<file path="src/rtl/lps_pkg.sv">
`timescale 1ns/1ps
package lps_pkg;
   localparam int unsigned NSTEP = 8;

   // step indexes; their order is the entry order
   localparam int unsigned ST_SELFREF = 0;
   localparam int unsigned ST_ARM     = 1;
   localparam int unsigned ST_PCLK    = 2;
   localparam int unsigned ST_IO      = 3;
   localparam int unsigned ST_CLKSW   = 4;
   localparam int unsigned ST_SRAM    = 5;
   localparam int unsigned ST_OSC     = 6;
   localparam int unsigned ST_FINAL   = 7;

   typedef enum logic [1:0] {
      PH_RUN   = 2'd0,
      PH_ENTER = 2'd1,
      PH_HOLD  = 2'd2,
      PH_EXIT  = 2'd3
   } phase_e;

   typedef enum logic [1:0] {
      MD_RUN  = 2'b00,
      MD_IDLE = 2'b01,
      MD_RET0 = 2'b10,
      MD_RET1 = 2'b11
   } mode_e;

   typedef enum logic [1:0] {
      CK_MAIN = 2'b00,
      CK_SLOW = 2'b01,
      CK_RC   = 2'b10
   } clksel_e;
endpackage

</file>
<file path="src/rtl/lps_wake_detect.sv">
`timescale 1ns/1ps
module lps_wake_detect #(
   parameter int unsigned NPIN = 14
) (
   input  logic            clk,
   input  logic            rst_n,
   input  logic [NPIN-1:0] pin,
   input  logic [NPIN-1:0] pin_en,
   input  logic            rtc_alarm,
   input  logic            usb_resume,
   input  logic            lan_wake,
   output logic            deep_wake
);
   logic [NPIN-1:0] pin_q;
   logic [NPIN-1:0] pin_hit;

   always_ff @(posedge clk or negedge rst_n) begin
      if (!rst_n) pin_q <= '0;
      else        pin_q <= pin;
   end

   for (genvar i = 0; i < NPIN; i++) begin : g_pin
      assign pin_hit[i] = pin_en[i] & (pin[i] ^ pin_q[i]);
   end

   assign deep_wake = (|pin_hit) | rtc_alarm | usb_resume | lan_wake;
endmodule

</file>
<file path="src/rtl/lps_step_timer.sv">
`timescale 1ns/1ps
module lps_step_timer #(
   parameter int unsigned TIMEOUT = 16
) (
   input  logic clk,
   input  logic rst_n,
   input  logic active,
   input  logic restart,
   output logic expired
);
   localparam int unsigned CW = $clog2(TIMEOUT + 1);
   localparam logic [CW-1:0] LAST = CW'(TIMEOUT - 1);

   logic [CW-1:0] cnt_q;

   always_ff @(posedge clk or negedge rst_n) begin
      if (!rst_n)                  cnt_q <= '0;
      else if (restart || !active) cnt_q <= '0;
      else if (cnt_q != LAST)      cnt_q <= cnt_q + 1'b1;
   end

   assign expired = active && (cnt_q == LAST);
endmodule

</file>
<file path="src/rtl/lps_step_pick.sv">
`timescale 1ns/1ps
module lps_step_pick
   import lps_pkg::*;
(
   input  logic [NSTEP-1:0] need,
   input  logic [NSTEP-1:0] done,
   output logic [NSTEP-1:0] cur_oh,
   output logic [NSTEP-1:0] pick_oh
);
   // lowest pending step is the next one to apply
   always_comb begin
      cur_oh = '0;
      for (int i = NSTEP - 1; i >= 0; i--) begin
         if (need[i]) cur_oh = NSTEP'(1) << i;
      end
   end

   // release: final step, then SRAM light sleep, then highest index
   always_comb begin
      pick_oh = '0;
      if (done[ST_FINAL])     pick_oh = NSTEP'(1) << ST_FINAL;
      else if (done[ST_SRAM]) pick_oh = NSTEP'(1) << ST_SRAM;
      else begin
         for (int i = 0; i < NSTEP; i++) begin
            if (done[i]) pick_oh = NSTEP'(1) << i;
         end
      end
   end
endmodule

</file>
<file path="src/rtl/lowpower_seq.sv">
`timescale 1ns/1ps
module lowpower_seq
   import lps_pkg::*;
#(
   parameter int unsigned NPIN      = 14,
   parameter int unsigned NBANK     = 8,
   parameter int unsigned KEEP_BANK = 6,
   parameter int unsigned TIMEOUT   = 16
) (
   input  logic             clk,
   input  logic             rst_n,
   input  logic             req_vld,
   input  logic [1:0]       mode_req,
   input  logic             irq_wake,
   input  logic [NPIN-1:0]  wk_pin,
   input  logic [NPIN-1:0]  wk_pin_en,
   input  logic             rtc_alarm,
   input  logic             usb_resume,
   input  logic             lan_wake,
   input  logic [7:0]       step_ack,
   output logic             busy,
   output logic             seq_err,
   output logic             mem_selfref,
   output logic             wake_arm,
   output logic             pclk_gate,
   output logic             io_park,
   output logic [1:0]       sysclk_sel,
   output logic [NBANK-1:0] sram_ls,
   output logic             pll_osc_off,
   output logic             rc_off,
   output logic             cpu_clk_gate,
   output logic             deep_entry
);
   if (KEEP_BANK >= NBANK) begin : g_bad_keep
      $error("KEEP_BANK must index an existing SRAM bank");
   end
   if (NPIN < 1) begin : g_bad_npin
      $error("NPIN must be at least 1");
   end
   if (TIMEOUT < 2) begin : g_bad_tmo
      $error("TIMEOUT must be at least 2");
   end

   phase_e           phase_q, phase_d;
   mode_e            mode_q, mode_d;
   logic [NSTEP-1:0] done_q, done_d;
   logic             err_q, err_d;

   logic [NSTEP-1:0] mode_mask, need, cur_oh, pick_oh, step_lvl;
   logic             deep_wake, wake, tmo, cur_ack, pick_ack, adv;

   lps_wake_detect #(.NPIN(NPIN)) wake_i (
      .clk        (clk),
      .rst_n      (rst_n),
      .pin        (wk_pin),
      .pin_en     (wk_pin_en),
      .rtc_alarm  (rtc_alarm),
      .usb_resume (usb_resume),
      .lan_wake   (lan_wake),
      .deep_wake  (deep_wake)
   );

   lps_step_pick pick_i (
      .need    (need),
      .done    (done_q),
      .cur_oh  (cur_oh),
      .pick_oh (pick_oh)
   );

   lps_step_timer #(.TIMEOUT(TIMEOUT)) timer_i (
      .clk     (clk),
      .rst_n   (rst_n),
      .active  (phase_q == PH_ENTER || phase_q == PH_EXIT),
      .restart (adv || (phase_d != phase_q)),
      .expired (tmo)
   );

   always_comb begin
      case (mode_q)
         MD_IDLE:          mode_mask = NSTEP'(1) << ST_FINAL;
         MD_RET0, MD_RET1: mode_mask = '1;
         default:          mode_mask = '0;
      endcase
   end

   assign need     = mode_mask & ~done_q;
   assign wake     = (mode_q == MD_RET1) ? deep_wake : irq_wake;
   assign cur_ack  = |(cur_oh & step_ack);
   assign pick_ack = |(pick_oh & step_ack);
   assign adv      = (phase_q == PH_ENTER && cur_ack) ||
                     (phase_q == PH_EXIT && !pick_ack);

   always_comb begin
      phase_d = phase_q;
      mode_d  = mode_q;
      done_d  = done_q;
      err_d   = err_q;
      case (phase_q)
         PH_RUN: begin
            if (req_vld && mode_req != MD_RUN) begin
               phase_d = PH_ENTER;
               mode_d  = mode_e'(mode_req);
               err_d   = 1'b0;
            end
         end
         PH_ENTER: begin
            if (wake || tmo) begin
               done_d  = done_q | cur_oh;
               phase_d = PH_EXIT;
               err_d   = err_q | tmo;
            end else if (cur_ack) begin
               done_d = done_q | cur_oh;
               if ((need & ~cur_oh) == '0) phase_d = PH_HOLD;
            end
         end
         PH_HOLD: begin
            if (wake) phase_d = PH_EXIT;
         end
         default: begin
            if (tmo) begin
               done_d  = '0;
               phase_d = PH_RUN;
               err_d   = 1'b1;
            end else if (!pick_ack) begin
               done_d = done_q & ~pick_oh;
               if ((done_q & ~pick_oh) == '0) phase_d = PH_RUN;
            end
         end
      endcase
   end

   always_ff @(posedge clk or negedge rst_n) begin
      if (!rst_n) begin
         phase_q <= PH_RUN;
         mode_q  <= MD_RUN;
         done_q  <= '0;
         err_q   <= 1'b0;
      end else begin
         phase_q <= phase_d;
         mode_q  <= mode_d;
         done_q  <= done_d;
         err_q   <= err_d;
      end
   end

   assign step_lvl = (done_q | ((phase_q == PH_ENTER) ? cur_oh : '0)) &
                     ~((phase_q == PH_EXIT) ? pick_oh : '0);

   assign busy        = (phase_q != PH_RUN);
   assign seq_err     = err_q;
   assign mem_selfref = step_lvl[ST_SELFREF];
   assign wake_arm    = step_lvl[ST_ARM];
   assign pclk_gate   = step_lvl[ST_PCLK];
   assign io_park     = step_lvl[ST_IO];
   assign sysclk_sel  = !step_lvl[ST_CLKSW]  ? CK_MAIN :
                        (mode_q == MD_RET0) ? CK_SLOW : CK_RC;
   assign pll_osc_off  = step_lvl[ST_OSC];
   assign rc_off       = step_lvl[ST_OSC] && (mode_q == MD_RET0);
   assign cpu_clk_gate = step_lvl[ST_FINAL] && (mode_q != MD_RET1);
   assign deep_entry   = step_lvl[ST_FINAL] && (mode_q == MD_RET1);

   for (genvar b = 0; b < NBANK; b++) begin : g_bank
      if (b == KEEP_BANK) begin : g_keep
         assign sram_ls[b] = 1'b0;
      end else begin : g_sleep
         assign sram_ls[b] = step_lvl[ST_SRAM];
      end
   end
endmodule

</file>
<file path="config.mk">
export PLATFORM = sky130hd
export DESIGN_NAME = lowpower_seq
export DESIGN_NICKNAME = d
export VERILOG_FILES = /design/src/rtl/lps_pkg.sv /design/src/rtl/lps_wake_detect.sv /design/src/rtl/lps_step_timer.sv /design/src/rtl/lps_step_pick.sv /design/src/rtl/lowpower_seq.sv
export SDC_FILE = /design/constraint.sdc
export NUM_CORES = 1
export LEC_CHECK = 0
export CAP_MARGIN = 10
export CORE_ASPECT_RATIO = 1.5
export CORE_UTILIZATION = 48
export CTS_BUF_LIST = sky130_fd_sc_hd__clkbuf_4 sky130_fd_sc_hd__clkbuf_8
export DETAILED_ROUTE_END_ITERATION = 6
export PLACE_DENSITY_LB_ADDON = 0.3
export SYNTH_ARGS = -nofsm -noshare
export SYNTH_HDL_FRONTEND = slang
export SYNTH_SLANG_ARGS = --single-unit
</file>
<file path="constraint.sdc">
create_clock -name clk -period 3.2 [get_ports clk]
set_clock_uncertainty 0.15 [all_clocks]
set_input_delay 0.32 -clock clk [delete_from_list [all_inputs] [get_ports clk]]
set_output_delay 0.32 -clock clk [all_outputs]
set_load 0.05 [all_outputs]
</file>
; ---- Yosys cells after proc, flatten, opt, wreduce, memory -nomap -nowiden
; Cells that the tools add are included.
[op_classes]
reduce_logical = 29
addsub = 1
eq_ne = 14
mux = 42
bitwise_logic = 46
[op_table]
columns = cell, count
row1 = $mux W8, 16
row2 = $and A8 B8 Y8, 6
row3 = $not A8 Y8, 4
row4 = $pmux W8 S2, 2
row5 = $mux W2, 11
row6 = $logic_not A8 Y1, 2
row7 = $or A8 B8 Y8, 2
row8 = $reduce_or A8 Y1, 2
row9 = $mux W5, 3
row10 = $and A1 B1 Y1, 14
row11 = $reduce_or A14 Y1, 1
row12 = $xor A1 B1 Y1, 14
row13 = $eq A2 B2 Y1 const B, 4
row14 = $logic_and A1 B1 Y1, 7
row15 = $mux W7, 1
row16 = $ne A3 B2 Y1 const B, 2
row17 = $pmux W2 S3, 1
row18 = $reduce_bool A2 Y1, 3
row19 = $add A5 B1 Y5 const B, 1
row20 = $eq A5 B4 Y1 const B, 1
row21 = $logic_or A1 B1 Y1, 5
row22 = $mux W1, 5
row23 = $ne A5 B4 Y1 const B, 1
row24 = $eq A2 B1 Y1 const B, 2
row25 = 15 further kinds, 22
[word_totals]
inputBits = 45
out_inout_bits = 20
reg_bits = 32

; ---- Logic depth before layout (Yosys ltp)
[depth]
word_depth = 23
ltp_mapped = 7

; ---- Cells and area by module
; From an unflattened synthesis, not the netlist that was laid out.
[hier_totals]
hier_cells = 223
area_unflattened_um2 = 2122.0
[modules_own_cells]
columns = module, cells_each, n_inst, seq_area_each_um2, area_per_inst_um2
row1 = lowpower_seq, 140, 1, 325.3, 1118.6
row2 = lps_wake_detect, 37, 1, 350.3, 551.8
row3 = lps_step_timer, 25, 1, 125.1, 280.3
row4 = lps_step_pick, 21, 1, 0.0, 171.4

; ---- Worst setup path after synthesis
; No wires, ideal clock.
[synth_timing]
path_type = reg2out
startpoint = register phase_q[0]
endpoint = output sram_ls[1]
path_stages_with_launch = 6
setup_slack_ps = 15
arrival_time_ps = 2715
cell_sequence = dfrtp_1 clkbuf_1 and3_1 nand3_1 o21ai_0 buf_4
[synth_via]
elab_chain_len = 4
word_cells_on_any_way = 7
classes_between = eq/ne (2) / mux (2) / bitwise (3)
[synth_rtl]
columns = item, line_no
row1 = start: declaration, lowpower_seq.sv:44  ; phase_e phase_q, phase_d;
row2 = start signal: assignment, lowpower_seq.sv:139  ; phase_q <= phase_d;
row3 = $eq A2 B1 Y1 / $eq A2 B2 Y1 (equally long branches), "lowpower_seq.sv:146, lowpower_seq.sv:147"
row4 = "$mux W8, on equally long branches", "lowpower_seq.sv:146, lowpower_seq.sv:147"
row5 = $or A8 B8 Y8 / $not A8 Y8 (equally long branches), "lowpower_seq.sv:146, lowpower_seq.sv:147"
row6 = $and A8 B8 Y8 *, lowpower_seq.sv:146  ; assign step_lvl = (done_q | ((phase_q == PH_ENTER) ? cur_oh : '0)) &
row7 = end: declaration, lowpower_seq.sv:28  ; output logic [NBANK-1:0] sram_ls,
; Mark *: on every way between the ends. The rest lies on a longest branch, timed or not.

; ---- Worst setup path after layout
[layout_timing]
startpoint = register done_q[3]
endpoint = output wake_arm
[layout_via]
elab_chain_len = 9
word_cells_on_any_way = 16
classes_between = mux (11) / bitwise (5)
[layout_rtl]
columns = item, line_no
row1 = start: declaration, lowpower_seq.sv:46  ; logic [NSTEP-1:0] done_q, done_d;
row2 = start signal: assignment, lowpower_seq.sv:141  ; done_q <= done_d;
row3 = $not A8 Y8, lowpower_seq.sv:86  ; assign need = mode_mask & ~done_q;
row4 = $and A8 B8 Y8, lowpower_seq.sv:86
row5 = $mux W8 (4 in series), lps_step_pick.sv:14  ; if (need[i]) cur_oh = NSTEP'(1) << i;
row6 = $mux W8, lowpower_seq.sv:146
row7 = $or A8 B8 Y8, lowpower_seq.sv:146
row8 = $and A8 B8 Y8 *, lowpower_seq.sv:146
row9 = end: declaration, lowpower_seq.sv:24  ; output logic wake_arm,
; Marked as above.

==> impl_metrics.json <==
{
  "critPathArrivalTime_ns": 2.62,
  "synth_ff_type": "dfrtp_1",
  "grt_pass1_vias": 1969,
  "synth_area_mm2": 0.00211,
  "synth_edf_count": 0,
  "antenna_found_initial": 0,
  "setup.worst_path.end_class": "primary output",
  "cp_cell_sequence": "or3_1, or4_1, inv_1, o21ai_0, clkdlybuf4s50_1",
  "num_rows": 29,
  "ys_seq_area_share_pct": 37.9,
  "grt_overflow": 0,
  "grt_pass1_wl_mm": 8.59,
  "path_clk_slew_ns": 0.06,
  "min_path_type": "input pin to async pin",
  "power_frac_comb_pct": 53.6,
  "async_reset_ff_share_pct": 100,
  "final-setup-viol-count": 0,
  "die-width_um": 56.1,
  "finalNetCount": 353,
  "use_met3_pct": 4.67,
  "critPathSlowestCell": "clkdlybuf4s50_1",
  "power_switching_mw": 0.801,
  "r2r_start": "done_q[3]",
  "hold_viol_final": 0,
  "clock_power_share_pct": 17.4,
  "ant_nets": 0,
  "drive_gt1_share_pct": 12.1,
  "switching_share_pct": 43.8,
  "cp_top_family": "simple AND/OR/NAND/NOR gates",
  "dpl_worst_slack_ns": 0.435,
  "drc": 0,
  "grt_usage_pct": 23.2,
  "cp_data_required_time_ns": 2.73,
  "worstPathMaxFanout": 13,
  "diodes": 0,
  "yosysMostFrequentCell": "dfrtp_1",
  "viasPerCell": 5.80,
  "numCtsBuffers": 5,
  "ios": 65,
  "cp-start-kind": "flop",
  "fin_crit_ns": 3.09,
  "cts_setup_buffers": 0,
  "ys.warnings.count": 0,
  "rsz0062_at_grt": "false",
  "drtIter0Drc": 85,
  "grt_start_max_net_pins": 33,
  "num_vias": 2048,
  "wl_mm": 5.14,
  "slew_viol_final": 0,
  "cts_tree": "done",
  "die_y_um": 83.2,
  "syn2layout_area_growth_pct": 34.4,
  "grt_use_met1_pct": 26.4,
  "fmax_mhz": 323,
  "worst-path-buf-inv": 2,
  "synth_top_area_share_pct": 37.9,
  "synth_area_leaders": "dfrtp_1, xor2_1, o21ai_0",
  "grtUsageMet2_pct": 40.6,
  "status": "completed",
  "clock_sinks": 32,
  "max_cap_viol_count": 0,
  "max_stage_delay_ns": 0.70,
  "worstMarginPinSlew_ns": 0.772,
  "yosys-top-cells-count": "dfrtp_1, nand2_1, o21ai_0, nor2_1, a21oi_1",
  "cts-root-buf": "clkbuf_8",
  "peakVddDrop_mv": 0.538,
  "synth_cells": 246,
  "pwr-share-seq_pct": 28.9,
  "avgSynthCellArea_um2": 8.58,
  "fin_ws_ns": 0.106,
  "top_usage_layer": "met2",
  "p_leak_nw": 1.21,
  "synth_seq_cells": 32,
  "critPathKind": "flop to primary output",
  "ys_types": 54,
  "wire_per_inst_um": 14.6,
  "setup_tns_ns": 0,
  "io_buffers": 63,
  "fin_crit_sh_pct": 96.7,
  "worstRegToRegCells": 6,
  "r2r_slack_ns": 0.54,
  "coreArea_mm2": 0.00421,
  "htree_levels": 2,
  "ctsLongestPathBuffers": 2,
  "dr.pass1.iters": 4,
  "powerDensity_mw_per_mm2": 644,
  "p_int_mw": 1.03,
  "synth_top_area_cell": "dfrtp_1",
  "clk_latency_ns": 0.28,
  "slew_headroom_pct": 48.5,
  "reg2reg_to": "phase_q[0]",
  "fp.dieArea_mm2": 0.00467,
  "initial_core_util_pct": 50.1,
  "gp_congestion": 0.867,
  "hpwl_mm": 3.88,
  "syn-num-nets": 293
}
==> worst max path at each step <==
stage | start | to | depth (start not counted)
after global placement | done_q[3] | wake_arm | 5
after floorplan | phase_q[0] | sram_ls[1] | 5
after CTS | done_q[3] | wake_arm | 5
after global routing | done_q[3] | wake_arm | 5
final | done_q[3] | wake_arm | 5
after detailed placement | done_q[3] | wake_arm | 5
==> area by class of cell <==
cell class	count	area [um^2]
flip-flops and latches	32	801
multi-input cells	183	1150
repair buffers	74	693
inverters	10	37.5
clock buffers	6	82.6
clock inverters	2	10.0
fillers	353	1370
well taps	46	57.6
==> state kept, by name (all words and copies together) (netlist names) <==
signal         cells
phase_q            2
mode_q             2
seq_err            1
wake_i.pin_q      14
done_q             8
timer_i.cnt_q      5
==> per-stage QoR <==
stage	instances	area (um^2)	hold slack (ns)	power, mW	utilization, %
after CTS	353	2830	0.295	1.83	67.3
after global placement	345	2740	0.311	1.48	65.1
after detailed placement	345	2740	0.321	1.50	65.1
final	353	2840	0.281	1.83	67.4
after floorplan	246	2110	-0.126	1.20	-
after global routing	353	2840	0.321	1.95	67.4
==> cell families after synthesis <==
kind of cell	count (synthesis)	share of synthesized area (%)
flops	32	37.9
buf+inv	31	7.35
other cells	1	0.178
simple gates	92	22.2
compound gates	70	23.6
xor+xnor	16	6.64
fa+ha+maj	4	2.13
==> routing by layer <==
metal	up-vias	share of wire [%]
met1	950	39
met4	0	3.4
met2	85	52
met3	16	5.4
met5	-	0
li1	997	-
==> power by group through the flow <==
stage / logic [mW] / registers (mW) / clock network [mW]
after floorplan: 0.688 / 0.512 / 0
after global placement: 0.949 / 0.534 / 0
after detailed placement: 0.962 / 0.535 / 0
after CTS: 0.971 / 0.528 / 0.328
after global routing: 1.06 / 0.538 / 0.346
final: 0.979 / 0.529 / 0.319
==> what timing repair did <==
action | in CTS | in global routing
resized for setup | 0 | 1
endpoints found under the setup margin | 0 | 1
hold buffers | 0 | 0
==> placed cells by master, fill, tap and decap left out, types with 2 or more instances in the layout <==
cell              n
and3_1            6
a22oi_1           5
inv_1            10
nor2_1           17
nor4_1            4
nand3_1           7
dfrtp_1          32
ha_1              2
o21ai_0          23
a31oi_1           3
a221oi_1          2
clkdlybuf4s50_1  53
maj3_1            2
nor2b_1           4
o2111ai_1         2
clkbuf_8          6
xor2_1           15
buf_4            20
or3_1             2
nand2_1          28
nor3b_1           3
nor3_1            4
nand3b_1          4
nand2b_1          3
or2_2             4
a21oi_1          16
clkinv_2          2
Power figures use the tool's default switching activity.
